$ cat src/rtl/pint_pkg.sv
// Shared constants and the register word map of the pin interrupt controller.
// Assumes a word-addressed register port at least four address bits wide.
package pint_pkg;

    // Register word indices; decoded against the low address bits.
    typedef enum logic [3:0] {
        REG_MODE    = 4'd0,
        REG_EN1     = 4'd1,
        REG_EN1_SET = 4'd2,
        REG_EN1_CLR = 4'd3,
        REG_EN2     = 4'd4,
        REG_EN2_SET = 4'd5,
        REG_EN2_CLR = 4'd6,
        REG_RISE    = 4'd7,
        REG_FALL    = 4'd8
    } reg_sel_e;

    localparam int unsigned SEL_W = 4;

endpackage

$ cat src/rtl/pint_regs.sv
// Register file: mode, two enable registers with set/clear aliases, write-one-
// to-clear strobes for the edge status, and the combinational read mux.
// Assumes NCH <= DW and AW >= 4; upper data bits are dropped on write.
module pint_regs
    import pint_pkg::*;
#(
    parameter int unsigned NCH = 8,
    parameter int unsigned AW  = 4,
    parameter int unsigned DW  = 32
) (
    input  logic           clk,
    input  logic           rst_n,
    input  logic           wr_en,
    input  logic [AW-1:0]  addr,
    input  logic [DW-1:0]  wdata,
    input  logic [NCH-1:0] rise_st,
    input  logic [NCH-1:0] fall_st,
    output logic [NCH-1:0] mode_q,
    output logic [NCH-1:0] en1_q,
    output logic [NCH-1:0] en2_q,
    output logic [NCH-1:0] mode_chg,
    output logic [NCH-1:0] rise_w1c,
    output logic [NCH-1:0] fall_w1c,
    output logic [DW-1:0]  rdata
);

    localparam int unsigned PAD = DW - NCH;

    logic [NCH-1:0] wbits;
    logic [NCH-1:0] rd_vec;
    logic           hit_mode, hit_en1, hit_en1_set, hit_en1_clr;
    logic           hit_en2, hit_en2_set, hit_en2_clr, hit_rise, hit_fall;

    assign wbits = wdata[NCH-1:0];

    // Decode which register a write strobe targets.
    always_comb begin
        hit_mode    = wr_en && (addr == AW'(REG_MODE));
        hit_en1     = wr_en && (addr == AW'(REG_EN1));
        hit_en1_set = wr_en && (addr == AW'(REG_EN1_SET));
        hit_en1_clr = wr_en && (addr == AW'(REG_EN1_CLR));
        hit_en2     = wr_en && (addr == AW'(REG_EN2));
        hit_en2_set = wr_en && (addr == AW'(REG_EN2_SET));
        hit_en2_clr = wr_en && (addr == AW'(REG_EN2_CLR));
        hit_rise    = wr_en && (addr == AW'(REG_RISE));
        hit_fall    = wr_en && (addr == AW'(REG_FALL));
    end

    // Mode register: plain read/write, resets to all-edge.
    always_ff @(posedge clk) begin
        if (!rst_n)        mode_q <= '0;
        else if (hit_mode) mode_q <= wbits;
    end

    // First enable: direct write plus write-one set and clear aliases.
    always_ff @(posedge clk) begin
        if (!rst_n)           en1_q <= '0;
        else if (hit_en1)     en1_q <= wbits;
        else if (hit_en1_set) en1_q <= en1_q | wbits;
        else if (hit_en1_clr) en1_q <= en1_q & ~wbits;
    end

    // Second enable: falling-edge enable or level polarity, same alias scheme.
    always_ff @(posedge clk) begin
        if (!rst_n)           en2_q <= '0;
        else if (hit_en2)     en2_q <= wbits;
        else if (hit_en2_set) en2_q <= en2_q | wbits;
        else if (hit_en2_clr) en2_q <= en2_q & ~wbits;
    end

    // Strobes toward the channels: mode flips and status clears.
    always_comb begin
        mode_chg = hit_mode ? (wbits ^ mode_q) : '0;
        rise_w1c = hit_rise ? wbits : '0;
        fall_w1c = hit_fall ? wbits : '0;
    end

    // Read mux: aliases and unmapped words read as zero.
    always_comb begin
        case (addr)
            AW'(REG_MODE): rd_vec = mode_q;
            AW'(REG_EN1):  rd_vec = en1_q;
            AW'(REG_EN2):  rd_vec = en2_q;
            AW'(REG_RISE): rd_vec = rise_st;
            AW'(REG_FALL): rd_vec = fall_st;
            default:       rd_vec = '0;
        endcase
    end

    generate
        if (PAD > 0) begin : g_pad
            assign rdata = {{PAD{1'b0}}, rd_vec};
        end else begin : g_nopad
            assign rdata = rd_vec;
        end
    endgenerate

endmodule

$ cat src/rtl/pint_chan.sv
// One pin interrupt channel: edge detect against the previous sample, latched
// rise/fall status with write-one-to-clear, and the level/edge request select.
// Assumes pin_i is already synchronized to clk.
module pint_chan (
    input  logic clk,
    input  logic rst_n,
    input  logic pin_i,
    input  logic mode,
    input  logic en1,
    input  logic en2,
    input  logic mode_chg,
    input  logic rise_clr,
    input  logic fall_clr,
    output logic rise_st,
    output logic fall_st,
    output logic irq
);

    logic pin_q;
    logic rise_hit;
    logic fall_hit;

    // Previous pin sample; also loads during reset so no false edge follows it.
    always_ff @(posedge clk) begin
        pin_q <= pin_i;
    end

    // Qualified edges, only meaningful in edge mode.
    always_comb begin
        rise_hit = !mode && en1 &&  pin_i && !pin_q;
        fall_hit = !mode && en2 && !pin_i &&  pin_q;
    end

    // Rise status: a mode flip wipes it, a new edge beats a clear.
    always_ff @(posedge clk) begin
        if (!rst_n)        rise_st <= 1'b0;
        else if (mode_chg) rise_st <= 1'b0;
        else if (rise_hit) rise_st <= 1'b1;
        else if (rise_clr) rise_st <= 1'b0;
    end

    // Fall status: same priority order as rise status.
    always_ff @(posedge clk) begin
        if (!rst_n)        fall_st <= 1'b0;
        else if (mode_chg) fall_st <= 1'b0;
        else if (fall_hit) fall_st <= 1'b1;
        else if (fall_clr) fall_st <= 1'b0;
    end

    // Request: live level match in level mode, latched status in edge mode.
    always_comb begin
        if (mode) irq = en1 && (pin_i == en2);
        else      irq = rise_st || fall_st;
    end

endmodule

$ cat src/rtl/pint_ctrl.sv
// Top of the pin interrupt controller: one register file and NCH channels.
// Assumes pins are synchronized and one register access per cycle.
module pint_ctrl #(
    parameter int unsigned NCH = 8,
    parameter int unsigned AW  = 4,
    parameter int unsigned DW  = 32
) (
    input  logic           clk,
    input  logic           rst_n,
    input  logic [NCH-1:0] pin_i,
    input  logic           wr_en,
    input  logic [AW-1:0]  addr,
    input  logic [DW-1:0]  wdata,
    output logic [DW-1:0]  rdata,
    output logic [NCH-1:0] irq_o
);

    logic [NCH-1:0] mode_q, en1_q, en2_q;
    logic [NCH-1:0] mode_chg, rise_w1c, fall_w1c;
    logic [NCH-1:0] rise_st, fall_st;

    pint_regs #(.NCH(NCH), .AW(AW), .DW(DW)) u_regs (
        .clk      (clk),
        .rst_n    (rst_n),
        .wr_en    (wr_en),
        .addr     (addr),
        .wdata    (wdata),
        .rise_st  (rise_st),
        .fall_st  (fall_st),
        .mode_q   (mode_q),
        .en1_q    (en1_q),
        .en2_q    (en2_q),
        .mode_chg (mode_chg),
        .rise_w1c (rise_w1c),
        .fall_w1c (fall_w1c),
        .rdata    (rdata)
    );

    // One detector per channel; bit n of every register drives channel n.
    generate
        for (genvar n = 0; n < NCH; n++) begin : g_ch
            pint_chan u_chan (
                .clk      (clk),
                .rst_n    (rst_n),
                .pin_i    (pin_i[n]),
                .mode     (mode_q[n]),
                .en1      (en1_q[n]),
                .en2      (en2_q[n]),
                .mode_chg (mode_chg[n]),
                .rise_clr (rise_w1c[n]),
                .fall_clr (fall_w1c[n]),
                .rise_st  (rise_st[n]),
                .fall_st  (fall_st[n]),
                .irq      (irq_o[n])
            );
        end
    endgenerate

endmodule

$ cat config.mk
export PLATFORM = sky130hd
export DESIGN_NAME = pint_ctrl
export DESIGN_NICKNAME = d
export VERILOG_FILES = /design/src/rtl/pint_pkg.sv /design/src/rtl/pint_regs.sv /design/src/rtl/pint_chan.sv /design/src/rtl/pint_ctrl.sv
export SDC_FILE = /design/constraint.sdc
export NUM_CORES = 1
export LEC_CHECK = 0
export BUFFER_PORTS_ARGS = -buffer_cell sky130_fd_sc_hd__buf_2
export CORE_UTILIZATION = 25
export CTS_BUF_LIST = sky130_fd_sc_hd__clkbuf_4 sky130_fd_sc_hd__clkbuf_8 sky130_fd_sc_hd__clkbuf_16
export DETAILED_ROUTE_END_ITERATION = 6
export SLEW_MARGIN = 10
export SYNTH_ARGS = -nofsm -noshare
export SYNTH_HDL_FRONTEND = slang
export SYNTH_SLANG_ARGS = --single-unit
$ cat constraint.sdc
create_clock -name clk -period 1.6 [get_ports clk]
set_clock_uncertainty 0.2 [all_clocks]
set_input_delay 0.16 -clock clk [delete_from_list [all_inputs] [get_ports clk]]
set_output_delay 0.16 -clock clk [all_outputs]
set_load 0.02 [all_outputs]
==> results_dict.tcl, run 1 <==
set metrics [dict create \
    clock_sinks 48 \
    die-area_mm2 0.0122 \
    finalSetupViolations 4 \
    routed_via_density 4.98 \
    initial_core_util 0.257 \
    grt_pass1_wl_um 13800 \
    hpwl_um 6170 \
    vias 2771 \
    fin_crit_sh 1.02 \
    drt_wl_total_um 8680 \
    drive_gt1_frac 0.363 \
    fin_ws_ps -25.5 \
    cts_buffers 5 \
    synthesis.instances 338 \
    antenna_cells_inserted 0 \
    gr-total-overflow 0 \
    drtIter0Drc 153 \
    finalNetCount 460 \
    grt_use_total 0.148 \
    antenna_found_initial 0 \
    cap_violations 0 \
    post_drt_wl_per_cell_um 15.6 \
    yosysTopAreaCell "dfxtp_1" \
    yosysSeqAreaShare 0.328 \
    run_status "finished with violations" \
    reg2reg_depth 3 \
    drcViolationCount 0 \
    die_w_um 110 \
    grt_pass1_vias 2714 \
    port_buffers 38 \
    clock-root-buffer "clkbuf_16" \
    violations "hold timing, setup timing" \
    hold_depth 3 \
    ys_top_cells_by_area "dfxtp_1, buf_4, a32o_1" \
    synth_cell_type_count 41 \
    h-tree-depth 2 \
    cp-start-kind "flop" \
    r2r-end "g_ch[3].u_chan.fall_st" \
    cp_data_arrival_time_ps 1270 \
    clk_pin_slew_ps 70 \
    hold_class "in2reg" \
    worstSetupPathType "reg2out" \
    path_max_fanout 2 \
    synth-main-ff-cell "dfxtp_1" \
    drtAntennaViolNets 0 \
    yosysWarnings 0 \
    fin_cells 556 \
    synth_area_mm2 0.00293 \
    die_h_um 110 \
    cts_tree "yes" \
    p_leak_nw 1.46 \
    place.gp.congestion 0.870 \
    critPathCaptureType "output port" \
    max_clock_freq_mhz 615 \
    worstHoldStart "wdata[3]" \
    worstSkewPairLatency_ps 290 \
    ys_ff_latch 48 \
    worstPathRequired_ps 1240 \
    maxSlewViolCount 0 \
    dr.pass1.iters 5 \
    timing.rr.start "u_regs.mode_q[3]" \
    io_pins 87 \
    pre_cts_ws_ps -150 \
    core_area_mm2 0.0114 \
    grt_max_degree 15 \
    clockBufferDepth 2 \
    post-route-min-period_ps 1630 \
    whs_ps -6.06 \
    synth_top_area_share 0.328 \
    synth_commonest_cells "dfxtp_1, buf_4, o21ai_0" \
    synth_async_sr_flop_share 0 \
    synth_edf_count 0 \
    synth_area_per_cell_um2 8.67 \
    final-hold-violation-count 1 \
    synth.most_common_cell "dfxtp_1" \
    fin_setup_tns_ps -74.0 \
    power.density_mw_per_mm2 694 \
    rows 39 \
    final_core_util 0.346 \
    irDropWorstVdd_mv 0.442 \
    syn_to_final_growth_pct 34.7 \
    p_total_mw 2.74 \
    rsz0062_at_grt "true" \
    dp_cells 523 \
    whs_endpoint "u_regs.mode_q[3]" \
    r2r_setup_slack_ps 180 \
]
[layout by cell type, fill, tap and decap left out, types with 4 or more instances in the layout]
cell	Yosys	routed
o22ai_2	0	5
nand2_1	24	24
a32o_1	16	16
nand2b_1	9	8
dlygate4sd3_1	0	15
nand3_1	25	25
or4bb_1	13	13
dfxtp_4	0	10
nor2_1	11	10
clkbuf_16	0	5
a22oi_2	0	5
o21ai_0	31	27
a21boi_0	8	8
dfxtp_2	0	8
mux2i_2	0	4
buf_2	12	26
dfxtp_1	48	30
conb_1	1	24
xnor2_1	16	12
a21oi_1	16	16
xnor2_2	0	4
o31ai_1	6	6
buf_4	32	54
buf_6	3	10
o21ai_1	1	5
a2bb2oi_2	0	5
mux2i_1	8	4
[power breakdown]
part / internal (mW) / switching (mW) / total [mW] / leakage, nW
combinational: 0.211 / 0.274 / 0.484 / 0.991
clock: 0.568 / 0.458 / 1.03 / 0.0657
sequential: 1.21 / 0.0217 / 1.23 / 0.402
total: 1.99 / 0.753 / 2.74 / 1.46
[layout make-up]
cell class | count | area, µm²
Fill cell | 1206 | 7470
Multi-Input combinational cell | 251 | 1800
Sequential cell | 48 | 1010
Timing Repair Buffer | 107 | 826
Tap cell | 143 | 179
Clock buffer | 5 | 125
Clock inverter | 2 | 12.5
[metal layers]
| layer | track usage | vias to the layer above | wire length, µm |
|---|---|---|---|
| met5 | 0 | - | 0 |
| met4 | 0.0282 | 0 | 51 |
| met3 | 0.0229 | 5 | 483 |
| met2 | 0.264 | 94 | 4380 |
| met1 | 0.189 | 1337 | 3760 |
| li1 | - | 1335 | - |
[critical path: stages (launching register included)]
cell and delay (ps):
dfxtp_2 330, a22o_1 210, a221o_1 310, buf_6 140
[per-stage QoR]
step	hold WS (ps)	instance area [µm²]
after global placement	107	3320
final	-6.06	3950
after CTS	2.81	3770
after detailed placement	114	3320
after floorplan	-12.3	3020
after global routing	12.1	3950
[cells by family after synthesis]
group / Yosys count / synth area share
DFF: 48 / 0.328
other: 1 / 0.00128
muxes: 8 / 0.0273
xor gates and xnor gates: 17 / 0.0508
and+or+nand+nor: 100 / 0.210
buffers and inverters: 62 / 0.137
AOI/OAI and AO/OA: 102 / 0.246
[worst max-delay path by stage]
stage,endpoint,slack (ps),startpoint,cells past startpoint
floorplan,rdata[6],40,addr[2],5
global placement,g_ch[3].u_chan.fall_st,-120,addr[2],5
detailed placement,g_ch[3].u_chan.fall_st,-150,addr[2],5
CTS,rdata[5],-30,flop,3
global route,rdata[5],-70,u_regs.mode_q[5],4
finish,rdata[4],-30,flop,3
[repair_timing]
action / in CTS / in global routing
pin swaps: 10 / 7
hold endpoints to repair: 27 / 0
hold buffers: 15 / 0
gates resized for setup: 48 / 35
setup buffers: 6 / 5
endpoints found under the setup margin: 8 / 15
gates cloned: 0 / 0
(Power assumes the default switching activity.)
==> run 2, diff against run 1 <==
--- a/config.mk
+++ b/config.mk
@@ -5,8 +5,8 @@
 export SDC_FILE = /design/constraint.sdc
 export NUM_CORES = 1
 export LEC_CHECK = 0
-export BUFFER_PORTS_ARGS = -buffer_cell sky130_fd_sc_hd__buf_2
-export CORE_UTILIZATION = 25
+export BUFFER_PORTS_ARGS = -buffer_cell sky130_fd_sc_hd__buf_4
+export CORE_UTILIZATION = 30
 export CTS_BUF_LIST = sky130_fd_sc_hd__clkbuf_4 sky130_fd_sc_hd__clkbuf_8 sky130_fd_sc_hd__clkbuf_16
 export DETAILED_ROUTE_END_ITERATION = 6
 export SLEW_MARGIN = 10
==> constraint.sdc (replaced) <==
create_clock -name clk -period 1.3 [get_ports clk]
set_clock_uncertainty 0.2 [all_clocks]
set_input_delay 0.13 -clock clk [delete_from_list [all_inputs] [get_ports clk]]
set_output_delay 0.13 -clock clk [all_outputs]
set_load 0.02 [all_outputs]
==> results_dict.tcl, run 2 (synthesis gave the netlist of run 1 again) <==
set metrics [dict create \
    fin_setup_tns_ps -4920 \
    layout_common_cells "buf_4, dfxtp_1, buf_6" \
    run_status "finished with violations" \
    die-area_mm2 0.0102 \
    fin_crit_sh 1.28 \
    max_clock_freq_mhz 601 \
    cp_slowest_cell "dfxtp_4" \
    fin_ws_ps -364 \
    clock-root-buffer "clkbuf_8" \
    switching_share 0.287 \
    cap_violations 0 \
    hpwl_um 6120 \
    cts_buffers 5 \
    worstSetupPathType "reg2out" \
    grt_pass1_vias 2772 \
    violations "setup timing" \
    irDropWorstVdd_mv 0.451 \
    gr-total-overflow 0 \
    routed_via_density 5.10 \
    cp_data_arrival_time_ps 1330 \
    path_max_fanout 3 \
    p_comb_frac 0.209 \
    die_h_um 101 \
    port_buffers 38 \
    grt_pass1_wl_um 14000 \
    critPathCaptureType "output port" \
    place.gp.congestion 0.851 \
    final_core_util 0.466 \
    power.internal_mw 2.39 \
    rows 35 \
    vias 2882 \
    dr.pass1.iters 4 \
    post_drt_wl_per_cell_um 16.3 \
    seq_power_share 0.452 \
    drive_gt1_frac 0.422 \
    final_common_cell "buf_4" \
    worstPathRequired_ps 970 \
    rsz0062_at_grt "true" \
    initial_core_util 0.313 \
    io_pins 87 \
    core_area_mm2 0.00937 \
    cts_tree "yes" \
    hold_class "in2reg" \
    n_fill_cell 902 \
    h-tree-depth 2 \
    worstSkewPairLatency_ps 320 \
    finalSetupViolations 25 \
    cp.buffers_inverters 1 \
    clockBufferDepth 2 \
    clk_pin_slew_ps 110 \
    drt_wl_total_um 9210 \
    cp-start-kind "flop" \
    p_clk_frac 0.339 \
    drcViolationCount 0 \
    drtAntennaViolNets 0 \
    cp_top_family "flip-flops" \
    grt_use_total 0.180 \
    antenna_found_initial 0 \
    final-hold-violation-count 0 \
    maxSlewViolCount 0 \
    grt_max_degree 23 \
    drtIter0Drc 113 \
    cpPeakStageDelay_ps 370 \
    place_area_mm2 0.00356 \
    syn_to_final_growth_pct 49.0 \
    crit_chain "mux2i_1, nor4_1, a221o_1, buf_6" \
    p_sw_mw 0.962 \
    finalInstanceArea_mm2 0.00437 \
    clock_sinks 48 \
    finalNetCount 482 \
    p_leak_nw 1.70 \
    power.density_mw_per_mm2 768 \
    die_w_um 101 \
    post-route-min-period_ps 1660 \
    antenna_cells_inserted 0 \
]
run 2: changes by cell type in the layout (fill, tap and decap cells not counted), sizes merged:
| cell | change |
|---|---|
| dlygate4sd3 | +2 |
| bufinv | +1 |
| buf | +15 |
| dlymetal6s4s | +6 |
| clkbuf | -1 |
run 2: final cells by class:
class                           count  area [µm²]  area share
Clock inverter                      3        42.5     0.00974
Sequential cell                    48        1000       0.229
Timing Repair Buffer              129        1160       0.266
Tap cell                          129         161      0.0370
Multi-Input combinational cell    251        1930       0.442
Clock buffer                        5        68.8      0.0158
run 2: layer usage:
metal / track usage / part of all wire / wire [µm]
met5: 0 / 0 / 0
met4: 0.0602 / 0.022 / 201
met3: 0.0277 / 0.046 / 420
met2: 0.310 / 0.49 / 4560
met1: 0.228 / 0.44 / 4030
run 2: final timing paths:
check / from / end / slack, ps / cells after the start
worst max register to register: u_regs.mode_q[2] / g_ch[2].u_chan.rise_st / -180 / 4
worst max-delay path: u_regs.mode_q[5] / rdata[5] / -360 / 4
worst min register to register: g_ch[5].u_chan.pin_q / g_ch[5].u_chan.fall_st / 300 / 2
worst min-delay path: pin_i[1] / g_ch[1].u_chan.rise_st / 2 / 3
run 2: repair_timing:
action,4_1_cts,5_1_grt
setup endpoints to repair,24,43
gates resized for setup,54,52
pin swaps,33,23
setup buffers,5,5
hold endpoints to repair,42,5
hold buffers,18,5
run 2: per-stage QoR:
stage               power [mW]  setup WS, ps  hold WS [ps]  std cells
floorplan                 1.96          -117         -42.3        361
CTS                       3.29          -355         -2.45        555
finish                    3.35          -364          1.67        565
global route              3.46          -422          6.04        565
detailed placement        2.11          -339          62.7        524
global placement          2.10          -284          61.6        524
run 2: power groups by stage:
| stage | logic, mW | registers, mW | clock network (mW) |
|---|---|---|---|
| finish | 0.701 | 1.52 | 1.14 |
| detailed placement | 0.550 | 1.56 | 0 |
| floorplan | 0.407 | 1.55 | 0 |
| global placement | 0.542 | 1.56 | 0 |
| global route | 0.748 | 1.52 | 1.20 |
| CTS | 0.626 | 1.52 | 1.14 |
run 2: tightest hold or removal path, cell delays in order:
cell and delay (ps):
buf_4 120, or4bb_1 170, a21oi_1 50
